## src/rtl/disp_wr_pkg.sv

```systemverilog
package disp_wr_pkg;
  typedef struct packed {
    logic vert;
    logic mirror;
    logic rev;
  } wr_mode_t;
endpackage

```

## src/rtl/dwag_mode_reg.sv

```systemverilog
module dwag_mode_reg
  import disp_wr_pkg::*;
(
  input  logic     clk_i,
  input  logic     rst_ni,
  input  logic     ld_i,
  input  wr_mode_t mode_i,
  output wr_mode_t mode_o
);
  wr_mode_t mode_q;

  always_ff @(posedge clk_i or negedge rst_ni) begin
    if (!rst_ni)   mode_q <= '0;
    else if (ld_i) mode_q <= mode_i;
  end

  assign mode_o = mode_q;

  assert_mode_hold_R11: assert property (@(posedge clk_i) disable iff (!rst_ni)
    !ld_i |=> $stable(mode_q));
endmodule

```

## src/rtl/dwag_ptr.sv

```systemverilog
module dwag_ptr #(
  parameter int NUM_COLS = 128,
  parameter int NUM_ROWS = 9,
  localparam int COL_W = $clog2(NUM_COLS),
  localparam int ROW_W = $clog2(NUM_ROWS)
) (
  input  logic             clk_i,
  input  logic             rst_ni,
  input  logic             adv_i,
  input  logic             vert_i,
  input  logic             ld_x_i,
  input  logic [COL_W-1:0] x_i,
  input  logic             ld_y_i,
  input  logic [ROW_W-1:0] y_i,
  output logic [COL_W-1:0] x_o,
  output logic [ROW_W-1:0] y_o
);
  localparam logic [COL_W-1:0] MAX_X = COL_W'(NUM_COLS - 1);
  localparam logic [ROW_W-1:0] MAX_Y = ROW_W'(NUM_ROWS - 1);

  logic [COL_W-1:0] x_q, x_d;
  logic [ROW_W-1:0] y_q, y_d;
  logic x_end, y_end;

  assign x_end = (x_q == MAX_X);
  assign y_end = (y_q == MAX_Y);

  always_comb begin
    x_d = x_q;
    y_d = y_q;
    if (adv_i) begin
      if (!vert_i) begin
        x_d = x_end ? '0 : x_q + COL_W'(1);
        if (x_end) y_d = y_end ? '0 : y_q + ROW_W'(1);
      end else begin
        y_d = y_end ? '0 : y_q + ROW_W'(1);
        if (y_end) x_d = x_end ? '0 : x_q + COL_W'(1);
      end
    end
    // loads win over auto-increment; out-of-range clamps to 0
    if (ld_x_i) x_d = (int'(x_i) >= NUM_COLS) ? '0 : x_i;
    if (ld_y_i) y_d = (int'(y_i) >= NUM_ROWS) ? '0 : y_i;
  end

  always_ff @(posedge clk_i or negedge rst_ni) begin
    if (!rst_ni) begin
      x_q <= '0;
      y_q <= '0;
    end else begin
      x_q <= x_d;
      y_q <= y_d;
    end
  end

  assign x_o = x_q;
  assign y_o = y_q;

  assert_x_hold_R11: assert property (@(posedge clk_i) disable iff (!rst_ni)
    !adv_i && !ld_x_i |=> $stable(x_q));
  assert_y_hold_R11: assert property (@(posedge clk_i) disable iff (!rst_ni)
    !adv_i && !ld_y_i |=> $stable(y_q));
  assert_y_range_R9: assert property (@(posedge clk_i) disable iff (!rst_ni)
    int'(y_q) < NUM_ROWS);
  assert_h_step_R3: assert property (@(posedge clk_i) disable iff (!rst_ni)
    adv_i && !vert_i && !ld_x_i && !x_end |=> x_q == $past(x_q) + COL_W'(1));
  assert_v_step_R4: assert property (@(posedge clk_i) disable iff (!rst_ni)
    adv_i && vert_i && !ld_y_i && !y_end |=> y_q == $past(y_q) + ROW_W'(1));
  assert_wrap_R5: assert property (@(posedge clk_i) disable iff (!rst_ni)
    adv_i && !ld_x_i && !ld_y_i && x_end && y_end |=> x_q == '0 && y_q == '0);
endmodule

```

## src/rtl/dwag_map.sv

```systemverilog
module dwag_map #(
  parameter int NUM_COLS = 128,
  parameter int NUM_ROWS = 9,
  parameter int DATA_W   = 8,
  localparam int COL_W = $clog2(NUM_COLS),
  localparam int ROW_W = $clog2(NUM_ROWS)
) (
  input  logic [COL_W-1:0]  x_i,
  input  logic [ROW_W-1:0]  y_i,
  input  logic [DATA_W-1:0] data_i,
  input  logic              mirror_i,
  input  logic              rev_i,
  output logic [COL_W-1:0]  col_o,
  output logic [ROW_W-1:0]  row_o,
  output logic [DATA_W-1:0] data_o
);
  localparam logic [COL_W-1:0] MAX_X    = COL_W'(NUM_COLS - 1);
  localparam logic [ROW_W-1:0] ICON_ROW = ROW_W'(NUM_ROWS - 1);

  logic [DATA_W-1:0] rev_data, sel_data;

  for (genvar i = 0; i < DATA_W; i++) begin : g_rev
    assign rev_data[i] = data_i[DATA_W-1-i];
  end

  assign sel_data = rev_i ? rev_data : data_i;
  assign col_o    = mirror_i ? (MAX_X - x_i) : x_i;
  assign row_o    = y_i;

  always_comb begin
    data_o = sel_data;
    if (y_i == ICON_ROW) begin
      data_o    = '0;
      data_o[0] = sel_data[0];
    end
  end
endmodule

```

## src/rtl/disp_wr_addr_gen.sv

```systemverilog
module disp_wr_addr_gen
  import disp_wr_pkg::*;
#(
  parameter int NUM_COLS = 128,
  parameter int NUM_ROWS = 9,
  parameter int DATA_W   = 8,
  localparam int COL_W = $clog2(NUM_COLS),
  localparam int ROW_W = $clog2(NUM_ROWS)
) (
  input  logic              clk_i,
  input  logic              rst_ni,
  input  logic              wr_i,
  input  logic [DATA_W-1:0] data_i,
  input  logic              set_x_i,
  input  logic [COL_W-1:0]  x_i,
  input  logic              set_y_i,
  input  logic [ROW_W-1:0]  y_i,
  input  logic              set_mode_i,
  input  logic              vert_i,
  input  logic              mirror_i,
  input  logic              rev_i,
  output logic              ram_we_o,
  output logic [COL_W-1:0]  ram_col_o,
  output logic [ROW_W-1:0]  ram_row_o,
  output logic [DATA_W-1:0] ram_data_o
);
  localparam logic [COL_W-1:0] MAX_X    = COL_W'(NUM_COLS - 1);
  localparam logic [ROW_W-1:0] ICON_ROW = ROW_W'(NUM_ROWS - 1);

  wr_mode_t          mode, mode_in;
  logic [COL_W-1:0]  x_cur, col_map;
  logic [ROW_W-1:0]  y_cur, row_map;
  logic [DATA_W-1:0] data_map;

  assign mode_in = '{vert: vert_i, mirror: mirror_i, rev: rev_i};

  dwag_mode_reg u_mode (
    .clk_i  (clk_i),
    .rst_ni (rst_ni),
    .ld_i   (set_mode_i),
    .mode_i (mode_in),
    .mode_o (mode)
  );

  dwag_ptr #(.NUM_COLS(NUM_COLS), .NUM_ROWS(NUM_ROWS)) u_ptr (
    .clk_i  (clk_i),
    .rst_ni (rst_ni),
    .adv_i  (wr_i),
    .vert_i (mode.vert),
    .ld_x_i (set_x_i),
    .x_i    (x_i),
    .ld_y_i (set_y_i),
    .y_i    (y_i),
    .x_o    (x_cur),
    .y_o    (y_cur)
  );

  dwag_map #(.NUM_COLS(NUM_COLS), .NUM_ROWS(NUM_ROWS), .DATA_W(DATA_W)) u_map (
    .x_i      (x_cur),
    .y_i      (y_cur),
    .data_i   (data_i),
    .mirror_i (mode.mirror),
    .rev_i    (mode.rev),
    .col_o    (col_map),
    .row_o    (row_map),
    .data_o   (data_map)
  );

  always_ff @(posedge clk_i or negedge rst_ni) begin
    if (!rst_ni) begin
      ram_we_o   <= 1'b0;
      ram_col_o  <= '0;
      ram_row_o  <= '0;
      ram_data_o <= '0;
    end else begin
      ram_we_o <= wr_i;
      if (wr_i) begin
        ram_col_o  <= col_map;
        ram_row_o  <= row_map;
        ram_data_o <= data_map;
      end
    end
  end

  assert_we_pulse_R2: assert property (@(posedge clk_i) disable iff (!rst_ni)
    ram_we_o == $past(wr_i));
  assert_mirror_col_R6: assert property (@(posedge clk_i) disable iff (!rst_ni)
    wr_i && mode.mirror |=> ram_col_o == MAX_X - $past(x_cur));
  assert_icon_mask_R8: assert property (@(posedge clk_i) disable iff (!rst_ni)
    ram_we_o && ram_row_o == ICON_ROW |-> ram_data_o[DATA_W-1:1] == '0);
endmodule

```

## config.mk

```make
export PLATFORM = sky130hd
export DESIGN_NAME = disp_wr_addr_gen
export DESIGN_NICKNAME = d
export VERILOG_FILES = /design/src/rtl/disp_wr_pkg.sv /design/src/rtl/dwag_mode_reg.sv /design/src/rtl/dwag_ptr.sv /design/src/rtl/dwag_map.sv /design/src/rtl/disp_wr_addr_gen.sv
export SDC_FILE = /design/constraint.sdc
export NUM_CORES = 1
export LEC_CHECK = 0
export CAP_MARGIN = 40
export CORE_MARGIN = 4
export CORE_UTILIZATION = 56
export CTS_CLUSTER_SIZE = 40
export DETAILED_ROUTE_END_ITERATION = 10
export DONT_BUFFER_PORTS = 1
export MAX_ROUTING_LAYER = met4
export PLACE_DENSITY = 0.81
export RECOVER_POWER = 100
export REMOVE_ABC_BUFFERS = 1
export SETUP_SLACK_MARGIN = 0.02
export SLEW_MARGIN = 20
export SYNTH_ARGS = -nofsm -noshare
export SYNTH_HDL_FRONTEND = slang
export SYNTH_SLANG_ARGS = --single-unit
```

## constraint.sdc

```tcl
create_clock -name clk_i -period 1.5 [get_ports clk_i]
set_input_delay 0.075 -clock clk_i [delete_from_list [all_inputs] [get_ports clk_i]]
set_output_delay 0.075 -clock clk_i [all_outputs]
set_load 0.005 [all_outputs]
```

# Word-level counts from Yosys, hierarchy flattened
# Cells that the tools add are included.
[classes] muxes=14 n_reduce_logical=5 n_addsub=3 n_bitwise=0 n_shift=0 n_mul=0 n_div=0 eq_ne=3 magnitude_cmp=1
[ops] op="two-way mux 7 bit" count=6
[ops] op="two-way mux 4 bit" count=6
[ops] op="two-way mux 8 bit" count=2
[ops] op="adder 7 x 1 -> 7 bit, second input constant" count=1
[ops] op="== test 7 bit, second input constant" count=1
[ops] op="subtractor 7 bit, first input constant" count=1
[ops] op="adder 4 x 1 -> 4 bit, second input constant" count=1
[ops] op="== test 4 bit, second input constant" count=1
[ops] op=">= comparator 4 bit, second input constant" count=1
[ops] op="AND reduction 2 bit" count=2
[ops] op="nonzero test 2 bit" count=2
[ops] op="inequality test 3 x 2 -> 1 bit, second input constant" count=1
[ops] op="nonzero test 3 bit" count=1
[totals] elab_cells=35 ram_bits=0 latchBits=0 n_memories=0 mem_bits_ro=0 out_inout_bits=20 input_bits=28 ff_bits=34

# Longest topological paths before layout
[logic_depth] ltp_word=6 mapped_depth=6 ltp_nobuf=6

# Hierarchy
# From an unflattened synthesis, not the netlist that was laid out.
[hier_totals] hier_cells=163 area_unflattened_um2=1904.3
[modules_own_cells] module="disp_wr_addr_gen" cells_each=41 n_inst=1 seq_area_each_um2=500.5 area_per_inst_um2=783.3
[modules_own_cells] module="dwag_ptr" cells_each=87 n_inst=1 seq_area_each_um2=275.3 area_per_inst_um2=777.0
[modules_own_cells] module="dwag_map" cells_each=29 n_inst=1 seq_area_each_um2=0.0 area_per_inst_um2=235.2
[modules_own_cells] module="dwag_mode_reg" cells_each=6 n_inst=1 seq_area_each_um2=75.1 area_per_inst_um2=108.9

# Worst setup path after synthesis
# Ideal clock, no wire load.
[synth_timing] kind="reg2reg" startpoint="register u_ptr.y_q[0], in the netlist u_ptr.y_o[0]" endpoint="register u_ptr.x_q[6], in the netlist u_ptr.x_o[6]" arrival_ns=1.505 path_slack_ns=-0.130 path_stages_with_launch=7 required_time_ns=1.375 n_path_buf=0 setup_time_ns=0.125 synth_period_minus_slack_ns=1.630 cell_sequence="dfrtp_1 > inv_1 > ha_1 > nand3b_4 > a2111oi_4 > xnor2_1 > mux2_2"
[synth_between] elab_chain_len=3
[synth_lines] item="start: declaration" line="dwag_ptr.sv:22" text="logic [ROW_W-1:0] y_q, y_d;"
[synth_lines] item="start signal: assignment" line="dwag_ptr.sv:51" text="y_q <= y_d;"
[synth_lines] item="== test 4 bit" line="dwag_ptr.sv:26" text="assign y_end = (y_q == MAX_Y);"
[synth_lines] item="inequality test 3 x 2 -> 1 bit (no line)"
[synth_lines] item="AND reduction 2 bit (no line)"
[synth_lines] item="end signal: assignment" line="dwag_ptr.sv:47" text="x_q <= '0;"
[synth_lines] item="end signal: assignment" line="dwag_ptr.sv:50" text="x_q <= x_d;"
[synth_lines] item="end: declaration" line="dwag_ptr.sv:21" text="logic [COL_W-1:0] x_q, x_d;"
# No other way between the ends.
# A chain may end at the register's enable or synchronous reset.

# Final worst setup path
[layout_timing] startpoint="register u_ptr.x_q[0], in the netlist u_ptr.x_o[0]" endpoint="register u_ptr.y_q[2], in the netlist u_ptr.y_o[2]"
[layout_between] elab_chain_len=3
[layout_lines] item="== test 7 bit" line="dwag_ptr.sv:25" text="assign x_end = (x_q == MAX_X);"
[layout_lines] item="nonzero test 3 bit (no line)"
[layout_lines] item="AND reduction 2 bit (no line)"
# No other way between the ends.

==> out/metrics.cfg <==
[run_status]
outcome=finished with violations
violations=setup timing

[detailed_routing]
drt_iter0_drc=93
antenna_left=0
drt-total-wl_mm=4.49
via_count=1447
drc=0
firstDrtPassIters=4
wire_per_inst_um=18.3
viasPerCell=5.88

[critical_path]
critPathMaxFanout=5
crit_slowest_cell=dfrtp_1
path_cells=ha_4 > nand4_1 > o21ai_1 > buf_4 > a311oi_1 > a211oi_1
worstPathArrival_ns=1.82
worstSetupStartpointType=flop
path_class=reg -> reg
critPathRequiredTime_ns=1.76
cpPeakStageDelay_ns=0.41
cp.buffers_inverters=1
path_delay_family=compound AO/OA/AOI/OAI gates
cp-end-kind=flop

[yosys]
synthFlopType=dfrtp_1
synth_seq_cells=34
syn_area_um2=1750
synth_edf_count=0
synth_cell_types=36
avgSynthCellArea_um2=10.7
synth_seq_area_share_pct=48.7
async_flop_share_pct=100
synth_warnings=0
syn_inst=163

[timing]
hold_violations=0
setup_viol=3
finalCritPeriodShare_pct=104
finClkSkew_ns=0.00849
slew_viol_final=0
finalCriticalPeriod_ns=1.56
fin_setup_tns_ns=-0.110
worstMarginPinSlew_ns=0.856
hold_ws_ns=0.00744
slew_headroom_pct=42.9
setup_ws_ns=-0.0584
rsz0062_at_grt=yes
max_freq_mhz=642

[power]
switchingPower_mw=0.692
seqPwrFrac_pct=52.2
switching_share_pct=30.9
pwr-share-clk_pct=24.8
p_comb_share_pct=23.0
p_int_mw=1.55
p_leak_nw=1.01
vdd_drop_max_mv=0.665
powerDensity_nw_per_um2=997
power_mw=2.24

[layout]
num-nets-final=234
fillers=182
multi_input_area_um2=891
finalInstanceArea_um2=2240
area_growth_pct=28.5
drive_above_1_share_pct=22.5
stdcell_count=246
final_util_pct=78.0
seq_area_um2=851
antennaDiodeCount=0

[clock_network]
cts_root_buffer=clkbuf_4
clkSinkCount=34
htree_levels=2
cts_tree=built
insertion_delay_ns=0.35
numCtsBuffers=5
clk_pin_slew_ns=0.11
cts_buffer_depth=2

[grt]
grt_pass1_vias=1482
grt_start_max_net_pins=35
grt_usage_pct=23.6
grt_overflow=0
grt_pass1_wl_mm=7.16
antenna_found_initial=0

[floorplan]
die_h_um=63.8
coreArea_um2=2880
rows=19
io_pins=48
dieArea_um2=4070
die_w_um=63.8
initial_core_util_pct=60.7

[placement]
pre_cts_ws_ns=-0.137
place_inst=211
place_congestion=0.786
dpl.hpwl_mm=2.68
placed_area_um2=1870
io_buffer_count=0

[run]
max_cap_violations=0

[min_path]
worst_hold_path_type=in -> reg

-- power groups by stage --
stage,Clock [mW],Combinational (mW),Sequential [mW]
2_1_floorplan,0,0.252,1.16
3_3_place_gp,0,0.353,1.17
3_5_place_dp,0,0.369,1.18
4_1_cts,0.554,0.488,1.17
5_1_grt,0.606,0.558,1.18
6_report,0.555,0.514,1.17
-- kinds of logic (layout without fill, tap and decap cells) --
logic type	after synthesis	in the layout	share of synthesized area (%)
flip-flops	34	34	48.7
XOR/XNOR	11	11	5.52
multiplexers	19	19	11.5
buffers and inverters	14	55	3.08
adder cells (fa/ha/maj)	3	3	2.15
AND/OR/NAND/NOR	43	43	12.6
AO/OA/AOI/OAI	39	39	16.3
-- metal layers --
layer	vias up	routed length [µm]	global-route usage [%]
li1	663	-	-
met1	711	1850	26.9
met2	59	2190	38.7
met3	14	341	8.06
met4	0	112	8.36
met5	-	0	-
-- Yosys cell counts, types with 2 or more instances --
master,n,area (µm²)
nand2_1,12,45.0
nor2_1,10,37.5
a22oi_1,2,15.0
o21ai_0,4,20.0
a31oi_1,2,12.5
o31ai_1,2,15.0
mux2i_1,10,100
mux2_2,9,101
o211a_1,2,20.0
dfrtp_1,34,851
ha_1,3,37.5
xnor2_1,10,87.6
inv_1,5,18.8
nor3_1,9,45.0
nand2b_1,3,18.8
clkbuf_1,6,22.5
a21oi_1,10,50.1
a211oi_1,4,30.0
and3_1,2,12.5
a21o_1,7,52.6
nand3_1,2,10.0
-- timing repair --
| action | in CTS | in global routing |
|---|---|---|
| hold endpoints to repair | 61 | 0 |
| resized for setup | 8 | 7 |
| setup endpoints to repair | 8 | 12 |
| hold buffers | 25 | 0 |
| pin swaps | 3 | 12 |
| buffers inserted | 2 | 0 |
-- sequential cells by signal, indices dropped and copies added, names as in the netlist --
signal / flops
ram_data_o: 8
ram_col_o: 7
u_ptr.x_o: 7
ram_row_o: 4
u_ptr.y_o: 4
u_mode.mode_o: 3
ram_we_o: 1
-- cell type report --
cell class | instances | share of cell area, %
multi-input combinational | 115 | 39.7
sequential | 34 | 37.9
timing repair buffer | 41 | 16.3
clock buffer | 7 | 2.45
tap | 42 | 2.34
inverter | 6 | 1.00
clock inverter | 1 | 0.223
-- worst register-to-register path, stage by stage (launching register included) --
cell and delay, ns:
dfrtp_1 0.41, ha_4 0.17, nand4_1 0.16, o21ai_1 0.23
buf_4 0.18, a311oi_1 0.10, a211oi_1 0.21
-- layout by cell type (no fill, tap or decap), types with 2 or more instances in the layout --
master and count:
dfrtp_1 34, dlygate4sd3_1 24, buf_4 14, nand2_1 12, mux2i_1 10, xnor2_1 10, nor2_1 9, nor3_1 9
a21oi_1 9, mux2_2 8, a21o_1 7, clkbuf_4 5, inv_2 3, inv_1 3, nand2b_1 3, nand3_1 2
o21ai_1 2, a211oi_2 2, o31ai_1 2, a211oi_1 2, a21oi_2 2, a22oi_1 2, a31oi_1 2, o211a_1 2
o21ai_0 2, ha_4 2, clkbuf_2 2
-- path summary, 6_finish.rpt --
path	from	end	slack [ns]	cells after the start
setup / recovery	u_ptr.x_o[0]$_DFFE_PN0P_	u_ptr.y_o[2]$_DFFE_PN0P_	-0.06	6
hold / removal	set_x_i	u_ptr.x_o[5]$_DFFE_PN0P_	0.007	2
setup reg to reg	u_ptr.x_o[0]$_DFFE_PN0P_	u_ptr.y_o[2]$_DFFE_PN0P_	-0.06	6
hold reg to reg	ram_data_o[3]$_DFFE_PN0P_	ram_data_o[3]$_DFFE_PN0P_	0.52	1
max in group asynchronous	rst_ni	u_ptr.y_o[0]$_DFFE_PN0P_	0.60	2
min in group asynchronous	rst_ni	ram_col_o[4]$_DFFE_PN0P_	0.37	2
Note: power is estimated with default switching activity, not from simulation.
